## src/rtl/vmax_pkg.sv

```systemverilog
package vmax_pkg;

    typedef enum logic [2:0] {
        S_IDLE,
        S_RDSRC,
        S_CALC,
        S_WRITE,
        S_FIN,
        S_UNDEF
    } seq_st_t;

    localparam logic [15:0] BF_DFLT_NAN = 16'h7FC0;
    localparam int          BF_W        = 16;
    localparam int          GRP_MAX     = 4;

endpackage

```

## src/rtl/bf16_maxnum.sv

```systemverilog
module bf16_maxnum
    import vmax_pkg::*;
(
    input  logic [BF_W-1:0] op_a,
    input  logic [BF_W-1:0] op_b,
    input  logic            dn,
    output logic [BF_W-1:0] res
);

    logic a_nan, b_nan, a_snan, b_snan;
    logic [BF_W-1:0] key_a, key_b;

    always_comb begin
        a_nan  = (op_a[14:7] == 8'hFF) && (op_a[6:0] != 7'd0);
        b_nan  = (op_b[14:7] == 8'hFF) && (op_b[6:0] != 7'd0);
        a_snan = a_nan && !op_a[6];
        b_snan = b_nan && !op_b[6];
        // order-preserving keys: -0 maps just below +0
        key_a  = op_a[15] ? ~op_a : (op_a | 16'h8000);
        key_b  = op_b[15] ? ~op_b : (op_b | 16'h8000);

        if (a_snan || b_snan || (a_nan && b_nan)) begin
            if (dn)          res = BF_DFLT_NAN;
            else if (a_snan) res = op_a | 16'h0040;
            else if (b_snan) res = op_b | 16'h0040;
            else             res = op_a;
        end else if (a_nan) begin
            res = op_b;
        end else if (b_nan) begin
            res = op_a;
        end else begin
            res = (key_a >= key_b) ? op_a : op_b;
        end
    end

endmodule

```

## src/rtl/vmax_lane_array.sv

```systemverilog
module vmax_lane_array
    import vmax_pkg::*;
#(
    parameter int VL = 128
) (
    input  logic [VL-1:0] vec_a,
    input  logic [VL-1:0] vec_b,
    input  logic          dn,
    output logic [VL-1:0] vec_y
);

    localparam int NLANE = VL / BF_W;

    for (genvar e = 0; e < NLANE; e++) begin : g_lane
        bf16_maxnum u_cmp (
            .op_a (vec_a[e*BF_W +: BF_W]),
            .op_b (vec_b[e*BF_W +: BF_W]),
            .dn   (dn),
            .res  (vec_y[e*BF_W +: BF_W])
        );
    end

endmodule

```

## src/rtl/vgrp_max_seq.sv

```systemverilog
module vgrp_max_seq
    import vmax_pkg::*;
#(
    parameter int VL     = 128,
    parameter int RIDX_W = 5
) (
    input  logic              clk,
    input  logic              rst_n,
    input  logic              start,
    input  logic              feat_en,
    input  logic              dflt_nan,
    input  logic              grp4,
    input  logic [3:0]        base_fld,
    input  logic [3:0]        src_fld,
    output logic [RIDX_W-1:0] rd_addr,
    input  logic [VL-1:0]     rd_data,
    output logic              wr_en,
    output logic [RIDX_W-1:0] wr_addr,
    output logic [VL-1:0]     wr_data,
    output logic              done,
    output logic              undef
);

    localparam int CNT_W = $clog2(GRP_MAX);

    if (VL % BF_W != 0) begin : g_bad_vl
        $error("VL must be a multiple of 16");
    end

    seq_st_t st, st_nx;

    logic [RIDX_W-1:0] base_q;
    logic [3:0]        src_q;
    logic              g4_q;
    logic              dn_q;
    logic [CNT_W-1:0]  r_q;
    logic              last_r;
    logic [VL-1:0]     src_vec_q;
    logic [VL-1:0]     res_buf [GRP_MAX];
    logic [VL-1:0]     lane_y;
    logic [RIDX_W-1:0] base_nx;

    assign last_r  = (r_q == (g4_q ? CNT_W'(3) : CNT_W'(1)));
    // group base: field scaled by the group size
    assign base_nx = grp4 ? RIDX_W'({base_fld[2:0], 2'b00})
                          : RIDX_W'({base_fld, 1'b0});

    vmax_lane_array #(.VL(VL)) u_lanes (
        .vec_a (rd_data),
        .vec_b (src_vec_q),
        .dn    (dn_q),
        .vec_y (lane_y)
    );

    // next-state logic
    always_comb begin
        st_nx = st;
        unique case (st)
            S_IDLE:  if (start) st_nx = feat_en ? S_RDSRC : S_UNDEF;
            S_RDSRC: st_nx = S_CALC;
            S_CALC:  if (last_r) st_nx = S_WRITE;
            S_WRITE: if (last_r) st_nx = S_FIN;
            S_FIN:   st_nx = S_IDLE;
            S_UNDEF: st_nx = S_IDLE;
            default: st_nx = S_IDLE;
        endcase
    end

    // state register
    always_ff @(posedge clk or negedge rst_n) begin
        if (!rst_n) st <= S_IDLE;
        else        st <= st_nx;
    end

    // outputs
    always_comb begin
        rd_addr = '0;
        wr_en   = 1'b0;
        wr_addr = base_q + RIDX_W'(r_q);
        wr_data = res_buf[r_q];
        done    = 1'b0;
        undef   = 1'b0;
        unique case (st)
            S_IDLE:  ;
            S_RDSRC: rd_addr = RIDX_W'({1'b0, src_q});
            S_CALC:  rd_addr = base_q + RIDX_W'(r_q);
            S_WRITE: wr_en   = 1'b1;
            S_FIN:   done    = 1'b1;
            S_UNDEF: undef   = 1'b1;
            default: ;
        endcase
    end

    // control registers
    always_ff @(posedge clk or negedge rst_n) begin
        if (!rst_n) begin
            base_q <= '0;
            src_q  <= '0;
            g4_q   <= 1'b0;
            dn_q   <= 1'b0;
            r_q    <= '0;
        end else begin
            if (st == S_IDLE && start && feat_en) begin
                base_q <= base_nx;
                src_q  <= src_fld;
                g4_q   <= grp4;
                dn_q   <= dflt_nan;
                r_q    <= '0;
            end else if (st == S_CALC || st == S_WRITE) begin
                r_q <= last_r ? '0 : r_q + CNT_W'(1);
            end
        end
    end

    // operand and result storage
    always_ff @(posedge clk) begin
        if (st == S_RDSRC) src_vec_q <= rd_data;
        if (st == S_CALC)  res_buf[r_q] <= lane_y;
    end

endmodule

```

## config.mk

```make
export PLATFORM = sky130hd
export DESIGN_NAME = vgrp_max_seq
export DESIGN_NICKNAME = d
export VERILOG_FILES = /design/src/rtl/vmax_pkg.sv /design/src/rtl/bf16_maxnum.sv /design/src/rtl/vmax_lane_array.sv /design/src/rtl/vgrp_max_seq.sv
export SDC_FILE = /design/constraint.sdc
export NUM_CORES = 1
export LEC_CHECK = 0
export BUFFER_PORTS_ARGS = -buffer_cell sky130_fd_sc_hd__buf_2
export CAP_MARGIN = 5
export CORE_ASPECT_RATIO = 0.6
export CORE_MARGIN = 4
export CORE_UTILIZATION = 60
export DETAILED_ROUTE_END_ITERATION = 16
export PLACE_DENSITY_LB_ADDON = 0.08
export SYNTH_ARGS = -nofsm -noshare
export SYNTH_HDL_FRONTEND = slang
export SYNTH_SLANG_ARGS = --single-unit
```

## constraint.sdc

```tcl
create_clock -name clk -period 28.5 [get_ports clk]
set_clock_uncertainty 0.1 [all_clocks]
set_input_delay 5.7 -clock clk [delete_from_list [all_inputs] [get_ports clk]]
set_output_delay 5.7 -clock clk [all_outputs]
set_load 0.02 [all_outputs]
```

* Yosys cells after proc, flatten, opt, wreduce, memory -nomap -nowiden *
Memories as Yosys holds them, arrays and structs flattened.
Index checks and enable logic that the tools add are counted.

storage, ports and cells
  bits in registers = 144
  bits in writable memories = 512
  bits of input ports = 142
  output and inout port bits = 141
  word-level logic and storage cells = 241
  memories kept = 1

operators by class
  $add $sub $neg = 2
  $lt $le $gt $ge = 8
  equality and inequality tests = 25
  multiplexer cells = 88
  bitwise operators = 16
  reductions and logical operators = 94

memories
  name     depth  bits a word  read ports  clocked after memory_dff  wr ports  RTL line            RTL
  res_buf  4      128          1           0                         1         vgrp_max_seq.sv:39  logic [VL-1:0] res_buf [GRP_MAX];

operators with widths
  cell                   count
  $mux W16               72
  $not A16 Y16           16
  $eq A8 B8 Y1 const B   16
  $ge A16 B16 Y1         8
  $reduce_bool A7 Y1     16
  $logic_and A1 B1 Y1    42
  $logic_or A1 B1 Y1     17
  $logic_not A1 Y1       16
  $mux W3                4
  $pmux W3 S4            1
  $pmux W5 S2            1
  $mux W2                4
  $eq A3 B2 Y1 const B   2
  $eq A3 B3 Y1 const B   2
  $ne A2 B2 Y1 const B   3
  $add A5 B2 Y5          1
  $mux W1                5
  $mux W5                1
  $eq A3 B1 Y1 const B   1
  $logic_not A3 Y1       1
  $reduce_and A3 Y1      1
  $add A2 B1 Y2 const B  1
  $eq A2 B2 Y1           1
  $reduce_bool A2 Y1     1

* Depth between registers and ports, before layout *
Gate-level depths: netlist of the first run.

  depth after elaboration = 7
  mapped depth = 12
  gate-level depth less buffers = 9

* Hierarchy *
Synthesis of the first run repeated with hierarchy kept, for this count alone.

unflattened totals
  cell total of the unflattened synthesis = 1894
  area total of the unflattened synthesis = 31131.1 um^2

by module, submodules not included
  module                                     times used  cells each  area an instance (um^2)  sequential area each (um^2)
  vgrp_max_seq                               1           875         23224.8                  19593.8
  bf16_maxnum (u_lanes.g_lane[0].u_cmp ...)  5           130         985.9                    0.0
  bf16_maxnum (u_lanes.g_lane[5].u_cmp ...)  3           123         992.2                    0.0

* Least setup slack after synthesis of the first run *
Ideal clock, no wire load.

  path kind = register -> output
  start point = register st[0]
  end point = output port rd_addr[0]
  data arrival time = 10629 ps
  slack = 12071 ps
  stages on the path, launching flop included = 4
  buffers on the path = 0
  cells stage by stage = dfrtp_1 -> clkinv_1 -> nor3_1 -> a22o_1

between the ends
  cells in the longest elaborated chain, start to end = 2
  elaborated cells on any way between the ends = 3
  classes of those cells = eq/ne: 2; mux: 1

RTL lines
  what                                          RTL line            RTL
  start: declaration                            vgrp_max_seq.sv:30  seq_st_t st, st_nx;
  start signal: assignment                      vgrp_max_seq.sv:72  else st <= st_nx;
  $eq A3 B2 Y1 or $eq A3 B1 Y1 (tied branches)  vgrp_max_seq.sv:83  unique case (st)
  $pmux W5 S2 *                                 vgrp_max_seq.sv:83
  end: declaration                              vgrp_max_seq.sv:15  output logic [RIDX_W-1:0] rd_addr,

Mark *: on every way between the ends. The rest lies on a longest branch, timed or not.

* Worst setup path after layout of the first run *
  start point = register r_q[1]
  end point = output port wr_data[15]

between the ends
  cells in the longest elaborated chain, start to end = 1

RTL lines
  what                      RTL line             RTL
  start: declaration        vgrp_max_seq.sv:36   logic [CNT_W-1:0] r_q;
  start signal: assignment  vgrp_max_seq.sv:110  r_q <= last_r ? '0 : r_q + CNT_W'(1);
  $mem_v2 Z4 W128           -
  end: declaration          vgrp_max_seq.sv:19   output logic [VL-1:0] wr_data,

Every way passes these cells.

==> impl.org, run 1 <==
** Pwr
- Power density relative to cell area :: 105.9 mW/mm2
- Leakage power summed over all cells :: 12.60 nW
- The worst-case IR drop observed on VDD is 0.09949 mV.
- After layout, the design draws a total of 3.749 mW.

** Logic synthesis
- Mean post-synth cell area :: 16.28 um2
- The synthesized design contains 640 enable-type register cells.
- Synthesized area :: 0.03127 mm2
- Among all flip-flop cells after synthesis, the most frequent one is edfxtp_1.
- In the synthesized netlist, the number of instances is 1921.
- Mapped Nets :: 2197
- Yosys mapped the design onto 59 distinct sky130hd cell types.
- #FFs+latches synth :: 655
- Async SR Flop Fraction :: 2.290%
- Of the synthesized area, sequential elements account for 62.66%.
- For this run, the number of Yosys warnings is 0.

** Setup path
- Type of element capturing the critical path :: primary output
- Arrival time of the worst setup path :: 3560 ps
- For this design, the slowest cell found on the critical path is buf_4.
- Launching element type of the critical path :: flop
- Biggest fanout along the worst timing path :: 64
- Among the stages of the critical path, the cell type that occurs most often is buf_4.
- Sequence of cells on the critical path :: buf_4 > buf_4 > mux4_2 > buf_2
- Required time at the endpoint of the critical path :: 22700 ps
- Worst path max stage delay :: 900 ps
- Kind of critical path :: reg2out

** Clocking
- After clock tree synthesis, the clock-pin slew on the worst setup and hold paths is 60 ps.
- No sink is reached through more buffers than the 3 on the longest clock path.
- Hold buffer count at CTS :: 0
- For the worst-skew pair, the clock arrives at the later sink with an insertion delay of 590 ps.
- TritonCTS built the clock tree.
- Clock tree synthesis inserted a total of 59 buffers.
- Count of buffers added by post-CTS timing repair for setup :: 0
- Cells resized by post-CTS repair :: 0
- Level count of the clock H-tree :: 2
- Library cell used as clock root buffer :: clkbuf_16
- Number of clock sinks :: 655

** Route
- The first detailed-routing pass took 5 iterations.
- Wirelength per Cell :: 23.55 um
- Detailed-route DRC error count :: 0
- For this block, the via count after detailed routing is 18230.
- Detailed Route Iter0 Violations :: 1640
- Detailed-route vias per instance :: 6.170
- For this block, the routed nets add up to 69580 um of wire.
- Remaining number of nets flagged by the antenna check after routing :: 0

** Die
- Number of I/O pins :: 283
- Overall die area :: 0.05596 mm2
- Starting density of the core :: 61.02%
- Die height :: 184.8 um
- The die is 302.7 um wide.
- In this run the standard cell core region covers 0.05125 mm2.
- Number of rows created at floorplan :: 64

** Timing
- Timing-limited maximum frequency :: 106.8 MHz
- Final hold analysis gives a worst-case slack of 410.3 ps.
- RSZ-0062 raised after global routing :: no
- Final setup fails :: 0
- Subtracting the final worst setup slack from the clock period gives 9361 ps.
- After layout, the worst path uses 32.85% of the clock period.
- Setup TNS :: 0 ps
- Worst-Margin Slew :: 1032 ps
- Number of max-slew violations in the final report :: 0
- Worst max-slew margin expressed relative to the limit :: 31.19%
- Final critical-path setup slack :: 19140 ps
- Number of hold violations in the final report :: 0

** Cells and area
- Final non-filler cell area :: 0.03540 mm2
- The area growth from synthesis to layout is 13.21%.
- Final nets :: 2480
- In the final layout, the share of cells above drive strength 1 is 24.46%.

** Global routing
- The first global-routing pass estimated 108400 um of wire.
- Summed over all layers, the global routing overflow is 0.
- The number of global-route vias before repair is 18410.
- The initial antenna violation count was 11.
- Entering global routing, the biggest net connects 116 pins.
- GRT Overall Usage :: 25.03%

** Placement
- At the end of routability-driven placement, the weighted congestion stood at 0.8634.
- Number of buffer cells added on primary ports :: 282
- Post-DP Area :: 0.03339 mm2
- OpenSTA, run right after detailed placement, puts the worst setup slack at 19620 ps.
- HPWL after detailed placement :: 45790 um

** Min path
- Class of the tightest hold or removal check :: reg2reg

** Outcome
- Status :: finished clean

** Flow run
- Number of max-cap violations :: 0
## worst max-delay path, delay by kind of cell, from the launching register on
family	cells	cell delay, ps
multiplexers	1	490
buffers and inverters	3	1800
flip-flops	1	580
## final timing paths
check	startpoint	endpoint	slack, ps	cells past startpoint
setup / recovery	r_q[1]	wr_data[15]	19140	4
hold / removal	src_q[0]	src_q[0]	410	1
setup reg to reg	src_vec_q[15]	res_buf[0][2]	24710	10
hold reg to reg	src_q[0]	src_q[0]	410	1
max in group asynchronous	rst_n	r_q[0]	23080	1
min in group asynchronous	rst_n	st[2]	4920	1
## through the flow
step	instances	utilization, %
floorplan	1921	-
global placement	2836	65.15
detailed placement	2836	65.15
CTS	2946	69.04
global route	2954	69.08
finish	2955	69.08
## layout make-up
class	instances	area, um2
sequential	655	19600
fill	3473	15850
multi-input combinational	1166	11290
clock buffer	71	1564
timing repair buffer	298	1544
tap	693	867.1
clock inverter	39	426.7
inverter	24	90.09
antenna	9	22.52
## where the power goes
part	total (mW)	internal [mW]	switching (mW)
logic	1.39	0.544	0.842
registers	1.54	1.42	0.125
clock network	0.819	0.472	0.347
## registers in the layout (all words and copies together) (netlist names)
signal,cells
r_q,2
st,3
src_vec_q,128
src_q,4
base_q,4
dn_q,1
g4_q,1
res_buf,512
## layout by cell type, fill, tap and decap left out, types with 15 or more instances in the layout
cell type  instances
xor2_1           121
nor2_1            28
clkbuf_16         61
o22ai_1           33
nand2_1          119
buf_4             15
nand4_1           44
mux4_2           128
nor3_1            23
mux2i_1          119
o21ai_0           29
a22o_1            15
edfxtp_1         640
nand2b_1          16
ha_1             134
nor4_1            20
inv_1             23
a21oi_1           60
a32o_1            21
xnor2_1          124
buf_2            282
## cell usage after synthesis, types with 7 or more instances
cell	n	area share, %
a21o_1	12	0.29
nor2_1	28	0.34
nand2_1	119	1.4
a32o_1	21	0.67
nor4_1	20	0.40
a22o_1	15	0.42
mux2i_1	119	3.8
a21oi_1	60	0.96
ha_1	134	5.4
o22ai_1	33	0.66
or4_1	7	0.17
mux4_2	128	9.2
inv_1	23	0.28
dfrtp_1	15	1.2
o21ai_0	29	0.46
a221o_1	7	0.22
xor2_1	121	3.4
buf_2	8	0.13
clkbuf_1	51	0.61
nand2b_1	16	0.32
nor3_1	24	0.38
buf_1	12	0.14
xnor2_1	124	3.5
nand4_1	44	0.88
edfxtp_1	640	61
o21a_1	9	0.22
o21bai_1	7	0.17
## metal layers
layer	global-route usage (%)	vias to the layer above	wire [um]
li1	-	8216	-
met1	38.52	9334	31800
met2	38.47	573	32220
met3	3.444	107	3932
met4	6.334	2	1615
met5	0	-	13
## cell families after synthesis
group | after synthesis | share of synthesized area [%]
adders and majority gates | 134 | 5.361
xor gates and xnor gates | 245 | 6.862
buffers and inverters | 100 | 1.328
DFF | 655 | 62.66
and+or+nand+nor | 301 | 5.041
muxes | 252 | 13.21
AOI/OAI and AO/OA | 234 | 5.545
No activity file was read; power rests on OpenSTA's default activity.
==> run 2, diff against run 1 <==
- CORE_UTILIZATION: 60 -> 54
- clock period: 28.5 -> 8.04 ns (I/O delays scaled with it)
==> run 2 against run 1 <==
Final cell count grew 2.3%. Worst setup slack lost 16000 ps. Sequential cell count is the same. Worst hold slack gained 8.7 ps. Design area is essentially flat. Critical endpoint is now wr_data[88].
==> impl.org, run 2 (same netlist as run 1, synthesis figures left out) <==
** Global routing
- Wire length of the first global-routing pass :: 108700 um (+0.25%)
- The number of global-route vias before repair was 18420 (+0.060%).
- Aggregate global routing overflow :: 0 (unchanged)
- Pin count of the biggest net entering global routing :: 103 (-11%)
- The combined global-route utilization of all metal layers is 22.43% (-2.6 points).
- The initial antenna violation count is 9 (-2).

** Cells and area
- In the final layout, the registers with the most flip-flops are res_buf: 512 flops, src_vec_q: 128 flops.
- Most flops, register :: res_buf
- Top library cells by usage in the layout, fill and taps aside :: edfxtp_1 (640), buf_2 (282), ha_1 (134)
- The library cell used most frequently in the layout, excluding fill and tap cells, is edfxtp_1.
- The final standard cell count with taps included and fillers excluded came to 3024 (+2.3%).
- Share of final-layout standard cells stronger than drive strength 1 :: 24.24% (-0.21 points)
- The number of flip-flops under the largest register name came to 512 (unchanged).
- Synth-to-layout area growth :: 13.32% (about the same)
- The cell area after layout came to 0.03544 mm2 (about the same).
- Final nets :: 2476 (-0.16%)

** Timing
- The setup TNS is 0 ps (unchanged).
- Final setup fails :: 0 (unchanged)
- The smallest clock period supported by the final layout is computed as 4928 ps.
- Worst max-slew margin expressed relative to the limit :: 20.55% (-11 points)
- The transition time of the tightest slew-check pin is 1187 ps (+155.2 ps).
- Final cycle utilization of the critical path :: 61.30%
- Number of hold violations in the final report :: 0 (unchanged)
- Final critical-path setup slack :: 3112 ps (-16030 ps)
- The number of pins with negative max-slew slack in the final report is 0 (unchanged).
- Setup repair after global routing left no endpoint under its margin.
- Timing-limited maximum frequency :: 202.9 MHz

** Setup path
- The data arrival time of the critical path is 3220 ps (-340 ps).
- Launching element type of the critical path :: flop
- The setup path with the least slack is of type reg2out.
- The largest fanout of any net on the critical path was 102 (+59%).
- The register-to-register path setup slack was 4150 ps (-20560 ps).
- Type of element capturing the critical path :: primary output
- Required time at the endpoint of the critical path :: 6330 ps (-16370 ps)
- R2r worst-path depth :: 4 (-6)

** Outcome
- Status :: finished clean

** Flow run
- Number of max-cap violations :: 0 (unchanged)

** Die
- Number of rows created at floorplan :: 68 (+6.3%)
- The boundary pin count came to 283 (unchanged).
- Overall die area :: 0.06195 mm2 (+11%)
- Die width :: 318.7 um (+5.3%)
- Core outline area :: 0.05743 mm2 (+12%)
- Die height :: 194.4 um (+5.2%)
- The starting density of the core came to 54.45% (-6.6 points).

** Route
- Remaining number of nets flagged by the antenna check after routing :: 0 (unchanged)
- The average wire length per cell after detail routing was 23.18 um (-1.5%).
- The via count came to 17980 (-1.4%).
- Post-Route WL :: 70110 um (+0.76%)
- The iteration count of the initial detailed-routing pass came to 5 (unchanged).
- The detailed-route vias per instance came to 5.945 (-3.6%).
- Detailed-route DRC error count :: 0 (unchanged)
- Detailed Route Iter0 Violations :: 1339 (-18%)

** Clocking
- Library cell used as clock root buffer :: clkbuf_16
- The number of clock sinks came to 655 (unchanged).
- Longest Clk Path Bufs :: 3 (unchanged)
- Number of buffers added by the clock tree synthesis step :: 59 (unchanged)
- Cells resized by post-CTS repair :: 0 (unchanged)
- The number of hold buffers added after cts is 0 (unchanged).
- TritonCTS built the clock tree.
- Level count of the clock H-tree :: 2 (unchanged)
- Worst-path clk slew :: 60 ps (about the same)
- The post-CTS setup-driven buffer insertion count came to 0 (unchanged).
- Source-to-sink clock delay at the later pin of the worst-skew pair :: 610 ps (+20 ps)

** Placement
- The placer congestion estimate was 0.8715 (+0.94%).
- The number of placed cells counting well taps was 2909 (+2.6%).
- HPWL after detailed placement :: 46320 um (+1.2%)
- DP Worst Slack :: 3223 ps (-16400 ps)
- The total placed instance area was 0.03349 mm2 (+0.29%).
- The number of input and output port buffers inserted was 282 (unchanged).

** Min path
- The tightest min-delay check is of the reg2reg type.
- The number of cells on the worst hold path was 1 (unchanged).

** Pwr
- IR Drop Worst-Case VDD :: 0.4320 mV (+330%)
- Leakage power summed over all cells :: 12.56 nW (-0.31%)
- Power density relative to cell area :: 373.3 mW/mm2 (+250%)
-- run 2: critical path, stage by stage, from the launching register on --
cell     delay [ps]
dfrtp_4         900
buf_12          680
mux4_2          670
buf_2           190
-- run 2: through the flow --
step                hold WS (ps)  util, %  total power, mW
detailed placement         400.6    58.31            10.54
floorplan                  381.1        -            8.960
finish                     419.0    61.71            13.23
global placement           392.4    58.31            10.40
global route               461.5    61.70            13.98
CTS                        420.6    61.68            13.40
-- run 2: cell type report --
| cell class | instances | area [um2] |
|---|---|---|
| inverters | 24 | 90.09 |
| clock buffers | 75 | 1609 |
| diodes | 6 | 15.01 |
| flip-flops and latches | 655 | 19600 |
| clock inverters | 34 | 326.6 |
| multi-input cells | 1166 | 11290 |
| repair buffers | 294 | 1539 |
| fillers | 4303 | 21990 |
| well taps | 770 | 963.4 |
-- run 2: per-layer routing --
layer | GRT usage (%) | part of all wire [%]
met5 | 0 | 0.060
met3 | 5.412 | 7.3
met4 | 4.563 | 1.4
met2 | 33.89 | 45
met1 | 33.63 | 46
-- run 2: path summary, 6_finish.rpt --
path,startpoint,end
max reg2reg,r_q[1],res_buf[2][106]
min,src_q[2],src_q[2]
min reg2reg,src_q[2],src_q[2]
max,r_q[0],wr_data[88]
max in group asynchronous,rst_n,r_q[0]
min in group asynchronous,rst_n,st[0]
-- run 2: where the power goes --
part / leakage [nW] / internal [mW] / switching (mW)
Combinational: 5.59 / 1.92 / 2.95
Sequential: 6.03 / 5.03 / 0.496
Clock: 0.937 / 1.61 / 1.22
Total: 12.6 / 8.56 / 4.67
